<file path="src/rtl/dss_pkg.sv">
package dss_pkg;

   typedef enum logic [3:0] {
      ST_IDLE,
      ST_FETCH1,
      ST_FETCH2,
      ST_FETCH3,
      ST_WORD_RD,
      ST_WORD_WR,
      ST_BYTE_RD,
      ST_BYTE_WR,
      ST_DONE
   } dss_state_e;

   localparam int          DSS_DATA_W   = 32;
   localparam int          DSS_CMD_W    = 8;
   localparam logic [7:0]  DSS_MOVE_MSK = 8'hE0;
   localparam logic [7:0]  DSS_MOVE_VAL = 8'hC0;
   localparam logic [7:0]  DSS_INT_MSK  = 8'hF8;
   localparam logic [7:0]  DSS_INT_VAL  = 8'h98;

endpackage

</file>
<file path="src/rtl/dss_swap.sv">
module dss_swap #(
   parameter int  WIDTH = 32,
   parameter bit  SWAP  = 1'b1
) (
   input  logic [WIDTH-1:0] din,
   output logic [WIDTH-1:0] dout
);
   localparam int NBYTES = WIDTH / 8;

   initial assert (WIDTH % 8 == 0) else $error("dss_swap: WIDTH must be whole bytes");

   generate
      if (SWAP) begin : g_rev
         for (genvar b = 0; b < NBYTES; b++) begin : g_lane
            assign dout[b*8 +: 8] = din[(NBYTES-1-b)*8 +: 8];
         end
      end else begin : g_pass
         assign dout = din;
      end
   endgenerate
endmodule

</file>
<file path="src/rtl/dss_decode.sv">
module dss_decode
   import dss_pkg::*;
(
   input  logic [DSS_CMD_W-1:0] cmd,
   output logic                 is_move,
   output logic                 is_int,
   output logic                 is_bad
);
   always_comb begin
      is_move = (cmd & DSS_MOVE_MSK) == DSS_MOVE_VAL;
      is_int  = (cmd & DSS_INT_MSK)  == DSS_INT_VAL;
      is_bad  = !is_move && !is_int;
   end
endmodule

</file>
<file path="src/rtl/dma_script_seq.sv">
module dma_script_seq
   import dss_pkg::*;
#(
   parameter int  ADDR_W     = 32,
   parameter bit  FETCH_SWAP = 1'b1
) (
   input  logic                  clk,
   input  logic                  rst_n,
   input  logic                  start,
   input  logic [ADDR_W-1:0]     start_ptr,
   output logic                  bus_req,
   output logic                  bus_we,
   output logic                  bus_size,
   output logic [ADDR_W-1:0]     bus_addr,
   output logic [31:0]           bus_wdata,
   input  logic [31:0]           bus_rdata,
   input  logic                  bus_ready,
   output logic                  busy,
   output logic                  halted,
   output logic                  irq,
   output logic                  int_pending,
   output logic                  script_int,
   output logic                  illegal_int,
   output logic [7:0]            cmd,
   output logic [ADDR_W-1:0]     script_ptr,
   output logic [23:0]           byte_count,
   output logic [ADDR_W-1:0]     src_addr,
   output logic [ADDR_W-1:0]     dst_addr
);
   localparam int CNT_W      = DSS_DATA_W - DSS_CMD_W;
   localparam int WORD_BYTES = DSS_DATA_W / 8;
   localparam int INSTR_LEN  = 3 * WORD_BYTES;

   initial assert (ADDR_W >= 8 && ADDR_W <= DSS_DATA_W)
      else $error("dma_script_seq: ADDR_W out of range");
   initial assert (CNT_W == 24) else $error("dma_script_seq: count field must be 24 bits");

   dss_state_e            state;
   logic [DSS_DATA_W-1:0] fetched;
   logic [DSS_DATA_W-1:0] data_q;
   logic                  xfer;
   logic                  d_move, d_int, d_bad;

   dss_swap #(.WIDTH(DSS_DATA_W), .SWAP(FETCH_SWAP)) u_swap (
      .din  (bus_rdata),
      .dout (fetched)
   );

   dss_decode u_dec (
      .cmd     (cmd),
      .is_move (d_move),
      .is_int  (d_int),
      .is_bad  (d_bad)
   );

   assign xfer = bus_req && bus_ready;
   assign busy = (state != ST_IDLE);
   assign irq  = int_pending;

   function automatic dss_state_e copy_next(input logic [CNT_W-1:0] n);
      if (|n[CNT_W-1:2])   return ST_WORD_RD;
      else if (|n[1:0])    return ST_BYTE_RD;
      else                 return ST_DONE;
   endfunction

   // bus request generation
   always_comb begin
      bus_req   = 1'b0;
      bus_we    = 1'b0;
      bus_size  = 1'b0;
      bus_addr  = script_ptr;
      bus_wdata = '0;
      unique case (state)
         ST_FETCH1:  bus_req = 1'b1;
         ST_FETCH2:  begin bus_req = 1'b1; bus_addr = script_ptr + ADDR_W'(WORD_BYTES);   end
         ST_FETCH3:  begin bus_req = 1'b1; bus_addr = script_ptr + ADDR_W'(2*WORD_BYTES); end
         ST_WORD_RD: begin bus_req = 1'b1; bus_addr = src_addr; end
         ST_WORD_WR: begin bus_req = 1'b1; bus_we = 1'b1; bus_addr = dst_addr; bus_wdata = data_q; end
         ST_BYTE_RD: begin bus_req = 1'b1; bus_size = 1'b1; bus_addr = src_addr; end
         ST_BYTE_WR: begin
            bus_req = 1'b1; bus_we = 1'b1; bus_size = 1'b1; bus_addr = dst_addr;
            bus_wdata = {24'h0, data_q[7:0]};
         end
         default: ;
      endcase
   end

   // sequencer
   always_ff @(posedge clk or negedge rst_n) begin
      if (!rst_n) begin
         state       <= ST_IDLE;
         script_ptr  <= '0;
         src_addr    <= '0;
         dst_addr    <= '0;
         byte_count  <= '0;
         cmd         <= '0;
         data_q      <= '0;
         halted      <= 1'b0;
         int_pending <= 1'b0;
         script_int  <= 1'b0;
         illegal_int <= 1'b0;
      end else begin
         unique case (state)
            ST_IDLE: if (start) begin
               script_ptr  <= start_ptr;
               halted      <= 1'b0;
               int_pending <= 1'b0;
               script_int  <= 1'b0;
               illegal_int <= 1'b0;
               state       <= ST_FETCH1;
            end
            ST_FETCH1: if (xfer) begin
               cmd        <= fetched[DSS_DATA_W-1 -: DSS_CMD_W];
               byte_count <= fetched[CNT_W-1:0];
               state      <= ST_FETCH2;
            end
            ST_FETCH2: if (xfer) begin
               src_addr <= fetched[ADDR_W-1:0];
               if (d_move) begin
                  state <= ST_FETCH3;
               end else begin
                  halted      <= 1'b1;
                  int_pending <= 1'b1;
                  script_int  <= d_int;
                  illegal_int <= d_bad;
                  state       <= ST_IDLE;
               end
            end
            ST_FETCH3: if (xfer) begin
               dst_addr <= fetched[ADDR_W-1:0];
               state    <= copy_next(byte_count);
            end
            ST_WORD_RD: if (xfer) begin
               data_q <= bus_rdata;
               state  <= ST_WORD_WR;
            end
            ST_WORD_WR: if (xfer) begin
               src_addr   <= src_addr + ADDR_W'(WORD_BYTES);
               dst_addr   <= dst_addr + ADDR_W'(WORD_BYTES);
               byte_count <= byte_count - CNT_W'(WORD_BYTES);
               state      <= copy_next(byte_count - CNT_W'(WORD_BYTES));
            end
            ST_BYTE_RD: if (xfer) begin
               data_q <= bus_rdata;
               state  <= ST_BYTE_WR;
            end
            ST_BYTE_WR: if (xfer) begin
               src_addr   <= src_addr + ADDR_W'(1);
               dst_addr   <= dst_addr + ADDR_W'(1);
               byte_count <= byte_count - CNT_W'(1);
               state      <= copy_next(byte_count - CNT_W'(1));
            end
            ST_DONE: begin
               script_ptr <= script_ptr + ADDR_W'(INSTR_LEN);
               state      <= ST_FETCH1;
            end
            default: state <= ST_IDLE;
         endcase
      end
   end

   // pending request is held unchanged until accepted
   a_r10_req_hold: assert property (@(posedge clk) disable iff (!rst_n)
      (bus_req && !bus_ready) |=> (bus_req && $stable(bus_addr) && $stable(bus_we) && $stable(bus_size)));

   // pointer moves only on a start or at the end of a move
   a_r8_ptr_moves: assert property (@(posedge clk) disable iff (!rst_n)
      (script_ptr != $past(script_ptr)) |-> ($past(state) == ST_DONE || $past(state) == ST_IDLE));

   // once halted the bus stays quiet
   a_r8_halt_quiet: assert property (@(posedge clk) disable iff (!rst_n)
      halted |-> !bus_req);

   // script interrupt always arrives with halt and pending
   a_r8_int_flags: assert property (@(posedge clk) disable iff (!rst_n)
      $rose(script_int) |-> (halted && int_pending && !illegal_int));

   // a word phase only runs with at least one whole word left
   a_r6_word_left: assert property (@(posedge clk) disable iff (!rst_n)
      (state == ST_WORD_RD) |-> (byte_count >= 24'd4));

   // count is exhausted when a move retires
   a_r7_count_zero: assert property (@(posedge clk) disable iff (!rst_n)
      (state == ST_DONE) |-> (byte_count == '0));
endmodule

</file>
<file path="config.mk">
export PLATFORM = sky130hd
export DESIGN_NAME = dma_script_seq
export DESIGN_NICKNAME = d
export VERILOG_FILES = /design/src/rtl/dss_pkg.sv /design/src/rtl/dss_swap.sv /design/src/rtl/dss_decode.sv /design/src/rtl/dma_script_seq.sv
export SDC_FILE = /design/constraint.sdc
export NUM_CORES = 1
export LEC_CHECK = 0
export ABC_AREA = 1
export BUFFER_PORTS_ARGS = -buffer_cell sky130_fd_sc_hd__buf_2
export CAP_MARGIN = 20
export CORE_ASPECT_RATIO = 1.25
export CORE_UTILIZATION = 40
export CTS_BUF_LIST = sky130_fd_sc_hd__clkbuf_16
export CTS_CLUSTER_SIZE = 28
export DETAILED_ROUTE_END_ITERATION = 10
export PLACE_DENSITY = 0.61
export SKIP_LAST_GASP = 1
export SLEW_MARGIN = 0
export SYNTH_ARGS = -nofsm -noshare
export SYNTH_HDL_FRONTEND = slang
export SYNTH_SLANG_ARGS = --single-unit
</file>
<file path="constraint.sdc">
create_clock -name clk -period 1.9 [get_ports clk]
set_input_delay 0.095 -clock clk [delete_from_list [all_inputs] [get_ports clk]]
set_output_delay 0.095 -clock clk [all_outputs]
set_load 0.1 [all_outputs]
</file>
==> results of run 1 <==
## kinds of logic after synthesis
group	Yosys count	synth area share, %
buffers and inverters	369	11.0
AO/OA/AOI/OAI	459	21.8
adder cells (fa/ha/maj)	12	1.15
XOR/XNOR	8	0.539
AND/OR/NAND/NOR	1021	33.3
flip-flops	167	32.1
multiplexers	1	0.0866
## what timing repair did
| item | CTS |
|---|---|
| hold endpoints to repair | 242 |
| cloned | 15 |
| gates resized for setup | 607 |
| pin swaps | 174 |
| setup buffers | 148 |
| setup endpoints to repair | 184 |
| hold buffers | 64 |
## stage by stage
stage,utilization [%],hold WS (ns),std cells,cell area [um2]
after floorplan,-,-0.201,2037,14300
after global placement,64.4,-0.0553,3124,20500
after detailed placement,64.4,-0.0600,3124,20500
after CTS,79.3,0.0124,3371,25300
## metal layers
metal  global-route usage (%)  overflow
met4                     73.9        92
met5                     20.6         0
met2                     93.8       154
met3                     57.8         5
met1                     75.1         5
## cells in the mapped netlist (6+ instances only)
cell type / count / area share [%]
a22oi_1: 28 / 1.6
nand3b_1: 6 / 0.35
nor2_4: 10 / 0.87
nor4_1: 6 / 0.29
o22ai_1: 16 / 0.77
a22o_1: 11 / 0.74
nand4_1: 46 / 2.2
inv_1: 292 / 8.4
o211ai_1: 29 / 1.7
ha_1: 12 / 1.2
inv_2: 6 / 0.17
o31ai_1: 17 / 0.98
buf_2: 25 / 0.96
buf_1: 6 / 0.17
a21oi_1: 98 / 3.8
nor2_2: 7 / 0.34
nand3_1: 129 / 5.0
nor2_1: 253 / 7.3
dfrtp_1: 167 / 32
xor2_1: 6 / 0.40
o41ai_1: 7 / 0.47
o21ai_1: 9 / 0.35
clkbuf_1: 33 / 0.95
nor3_1: 41 / 1.6
a21o_1: 7 / 0.40
o21ai_0: 168 / 6.5
nand2_1: 513 / 15
o2111ai_1: 14 / 0.94
o221ai_1: 19 / 1.3
a31oi_1: 7 / 0.34
==> flow_summary.yaml, run 1 <==
yosys:
  avgSynthCellArea_um2: 6.38
  synth_warnings: 0
  ys_seq_elements: 167
  synth_flop_cell: "dfrtp_1"
  syn-num-nets: 2117
  syn_area_um2: 13000
  ys_seq_area_share_pct: 32.1
  netlist_instances: 2037
  synth_cell_types: 52
  synth_edf_count: 0
  synthArstFlopShare_pct: 100
grt:
  overflow: 256
  grt_use_total_pct: 75.1
  grt_max_degree: 65
floorplan:
  fp-row-count: 73
  ios: 269
  die_w_um: 163
  start_util_pct: 40.8
  die_y_um: 204
cts:
  cts_max_level: 4
  cts_buffer_depth: 2
  cts_buffers: 17
  root_buffer: "clkbuf_16"
  clock-sinks: 167
place:
  gp_congestion: 1.03
  portBuffers: 268
  dp_hpwl_um: 57100
  post-place-ws_ns: -0.396
outcome:
  status: "did not finish"
  stop_error: "[ERROR GRT-0232] Routing congestion too high. Check the congestion heatmap in the GUI."
  stop_stage: "global routing"
timing:
  endpoint_type: "output port"
  worstEndpointGrtRepair: "bus_addr[25]"
==> inputs of run 2 (changes only) <==
CORE_ASPECT_RATIO = unset   (was 1.25)
CORE_UTILIZATION = 25   (was 40)
CTS_BUF_LIST = unset   (was sky130_fd_sc_hd__clkbuf_16)
CTS_CLUSTER_SIZE = unset   (was 28)
PLACE_DENSITY = unset   (was 0.61)
PLACE_DENSITY_LB_ADDON = 0.15   (was unset)
clock period = 2.5 ns   (was 1.9 ns; I/O delays follow)
==> run 2 against run 1 <==
The flow now finishes, with violations (setup timing). Synthesized cell count unchanged. Area after synthesis unchanged.
==> flow_summary.yaml, run 2 <==
detailed_routing:
  num_vias: 16900
  topRoutingLayerUsed: "met5"
  wire_per_inst_um: 22.7
  met2_length_um: 32900
  drcViolationCount: 0
  wl_um: 73700
  routed_via_density: 5.22
  drt_iter0_markers: 1629
  ant_nets: 0
  met1Wirelength_um: 32500
  firstDrtPassIters: 6
  route.met3.wl_um: 6150
critical_path:
  required_ns: 2.38
  crit_path_end_kind: "primary output"
  r2r_setup_slack_ns: 0.10
  reg2reg_to: "src_addr[16]$_DFFE_PN0P_"
  cp_max_fo: 4
  worstSetupStartpointType: "register"
  worstPathArrival_ns: 2.54
  reg2reg_depth: 11
  reg2reg_from: "state[3]$_DFFE_PN0P_"
  endpoint: "bus_addr[26]"
  worstSetupPathType: "reg -> out"
  critPathLaunch: "script_ptr[19]$_DFFE_PN0P_"
final_layout:
  finalNetCount: 2628
  final_common_cell: "nand2_1"
  fillers: 5467
  syn2layout_area_growth_pct: 55.9
  drive_above_1_share_pct: 31.3
  final_cell_mix: "nand2_1, inv_1, buf_2"
yosys:
  yosysTopAreaCellShare_pct: 32.1
  avgSynthCellArea_um2: 6.38
  synth_common_cells: "nand2_1, inv_1, nor2_1"
  synth_warnings: 0
  synth_flop_cell: "dfrtp_1"
  ys_top_cells_by_area: "dfrtp_1, nand2_1, inv_1"
  yosysMostFrequentCell: "nand2_1"
  ys_seq_area_share_pct: 32.1
  synth_cell_types: 52
  synthArstFlopShare_pct: 100
  ys_seq_elements: 167
  synth_edf_count: 0
  syn_area_um2: 13000
  netlist_instances: 2037
  syn-num-nets: 2117
  synth_largest_area_cell: "dfrtp_1"
cts:
  root_buffer: "clkbuf_16"
  cts_buffer_depth: 2
  clock-sinks: 167
  cts_tree: "built"
  cts_max_level: 4
  path_clk_slew_ns: 0.08
  clk_latency_ns: 0.50
  cts_buffers: 17
timing:
  skew_ns: 0.0143
  finalSetupViolCount: 17
  fin_crit_ns: 2.66
  holdWs_ns: 0.140
  worst_pin_slew_ns: 0.620
  hold_viol: 0
  rsz0062_at_grt: "true"
  setup_slack_ns: -0.163
  drv_slew: 0
  slew_headroom_pct: 58.7
  final.period_utilization_pct: 107
  fmax_mhz: 376
floorplan:
  core_area_um2: 51300
  die_y_um: 230
  ios: 269
  die_area_um2: 52900
  die_w_um: 230
  fp-row-count: 83
  start_util_pct: 25.3
grt:
  overflow: 0
  grt_max_degree: 65
  antenna_found_initial: 4
  grt_use_total_pct: 27.7
  grt_pass1_vias: 16300
  grt_pass1_wl_um: 108000
place:
  portBuffers: 268
  dp_hpwl_um: 57300
  gp_congestion: 0.956
min_path:
  hp-class: "in -> reg"
outcome:
  status: "finished with violations"
  violations: "setup timing"
flow_run:
  maxCapViolations: 0
[run 2: cell counts after synthesis]
Identical to the previous run, type by type.
[run 2: cells by family (layout without fill, tap and decap cells)]
logic type	after synthesis	in the layout	share of synthesized area (%)
xor+xnor	8	8	0.539
flops	167	167	32.1
mux	1	1	0.0866
compound gates	459	459	21.8
fa+ha+maj	12	12	1.15
buf+inv	369	892	11.0
other cells	0	1	0
simple gates	1021	1021	33.3
[run 2: worst min path at each step]
stage | start | endpoint | cells past startpoint | slack [ns]
floorplan | rst_n | byte_count[0]$_DFFE_PN0P_ | 0 | -0.17
global placement | rst_n | script_ptr[26]$_DFFE_PN0P_ | 1 | 0.16
detailed placement | rst_n | script_ptr[26]$_DFFE_PN0P_ | 1 | 0.17
CTS | bus_ready | dst_addr[23]$_DFFE_PN0P_ | 3 | 0.09
global route | bus_ready | dst_addr[23]$_DFFE_PN0P_ | 3 | 0.13
finish | bus_ready | dst_addr[17]$_DFFE_PN0P_ | 3 | 0.14
[run 2: per-stage QoR]
stage | utilization [%] | std cells | setup WS [ns] | area (um2) | TNS (ns)
CTS | 38.2 | 3201 | -0.135 | 19600 | -1.13
detailed placement | 34.2 | 3049 | -0.0631 | 17600 | -0.0888
global route | 39.5 | 3240 | -0.252 | 20300 | -3.12
global placement | 34.2 | 3049 | -0.0820 | 17600 | -0.205
finish | 39.5 | 3241 | -0.163 | 20300 | -1.17
floorplan | - | 2037 | -0.365 | 13600 | -1.64
[run 2: cell type report]
cell class | instances | area [um2] | area share [%]
repair buffers | 560 | 4970 | 24.5
flip-flops and latches | 167 | 4280 | 21.1
well taps | 680 | 851 | 4.20
clock inverters | 11 | 148 | 0.728
multi-input cells | 1501 | 8410 | 41.5
clock buffers | 20 | 457 | 2.25
diodes | 1 | 2.50 | 0.0123
inverters | 301 | 1160 | 5.72
[run 2: layer usage]
metal / up-vias / track usage, %
met1: 8232 / 38.5
li1: 7844 / -
met4: 2 / 9.50
met3: 99 / 5.58
met2: 726 / 42.2
met5: - / 0
[run 2: what timing repair did]
item	in CTS	in global routing
setup endpoints to repair	32	57
gates resized for setup	109	107
hold buffers	65	0
buffers inserted	55	39
hold endpoints to repair	122	0
pin swaps	48	50
cloned	1	0
[run 2: worst max-delay path, stage by stage, from the launching register on]
cell and delay, ns:
dfrtp_4 0.45, clkinvlp_4 0.17, nor3_4 0.22, nand4_1 0.23, buf_6 0.21, nor3_2 0.19
o221ai_2 0.12, nand2_1 0.12, nand3_4 0.10, buf_12 0.20
Power of run 2 is not shown: default switching activity piles up to over one toggle a cycle in this logic, so the estimate is an artifact.
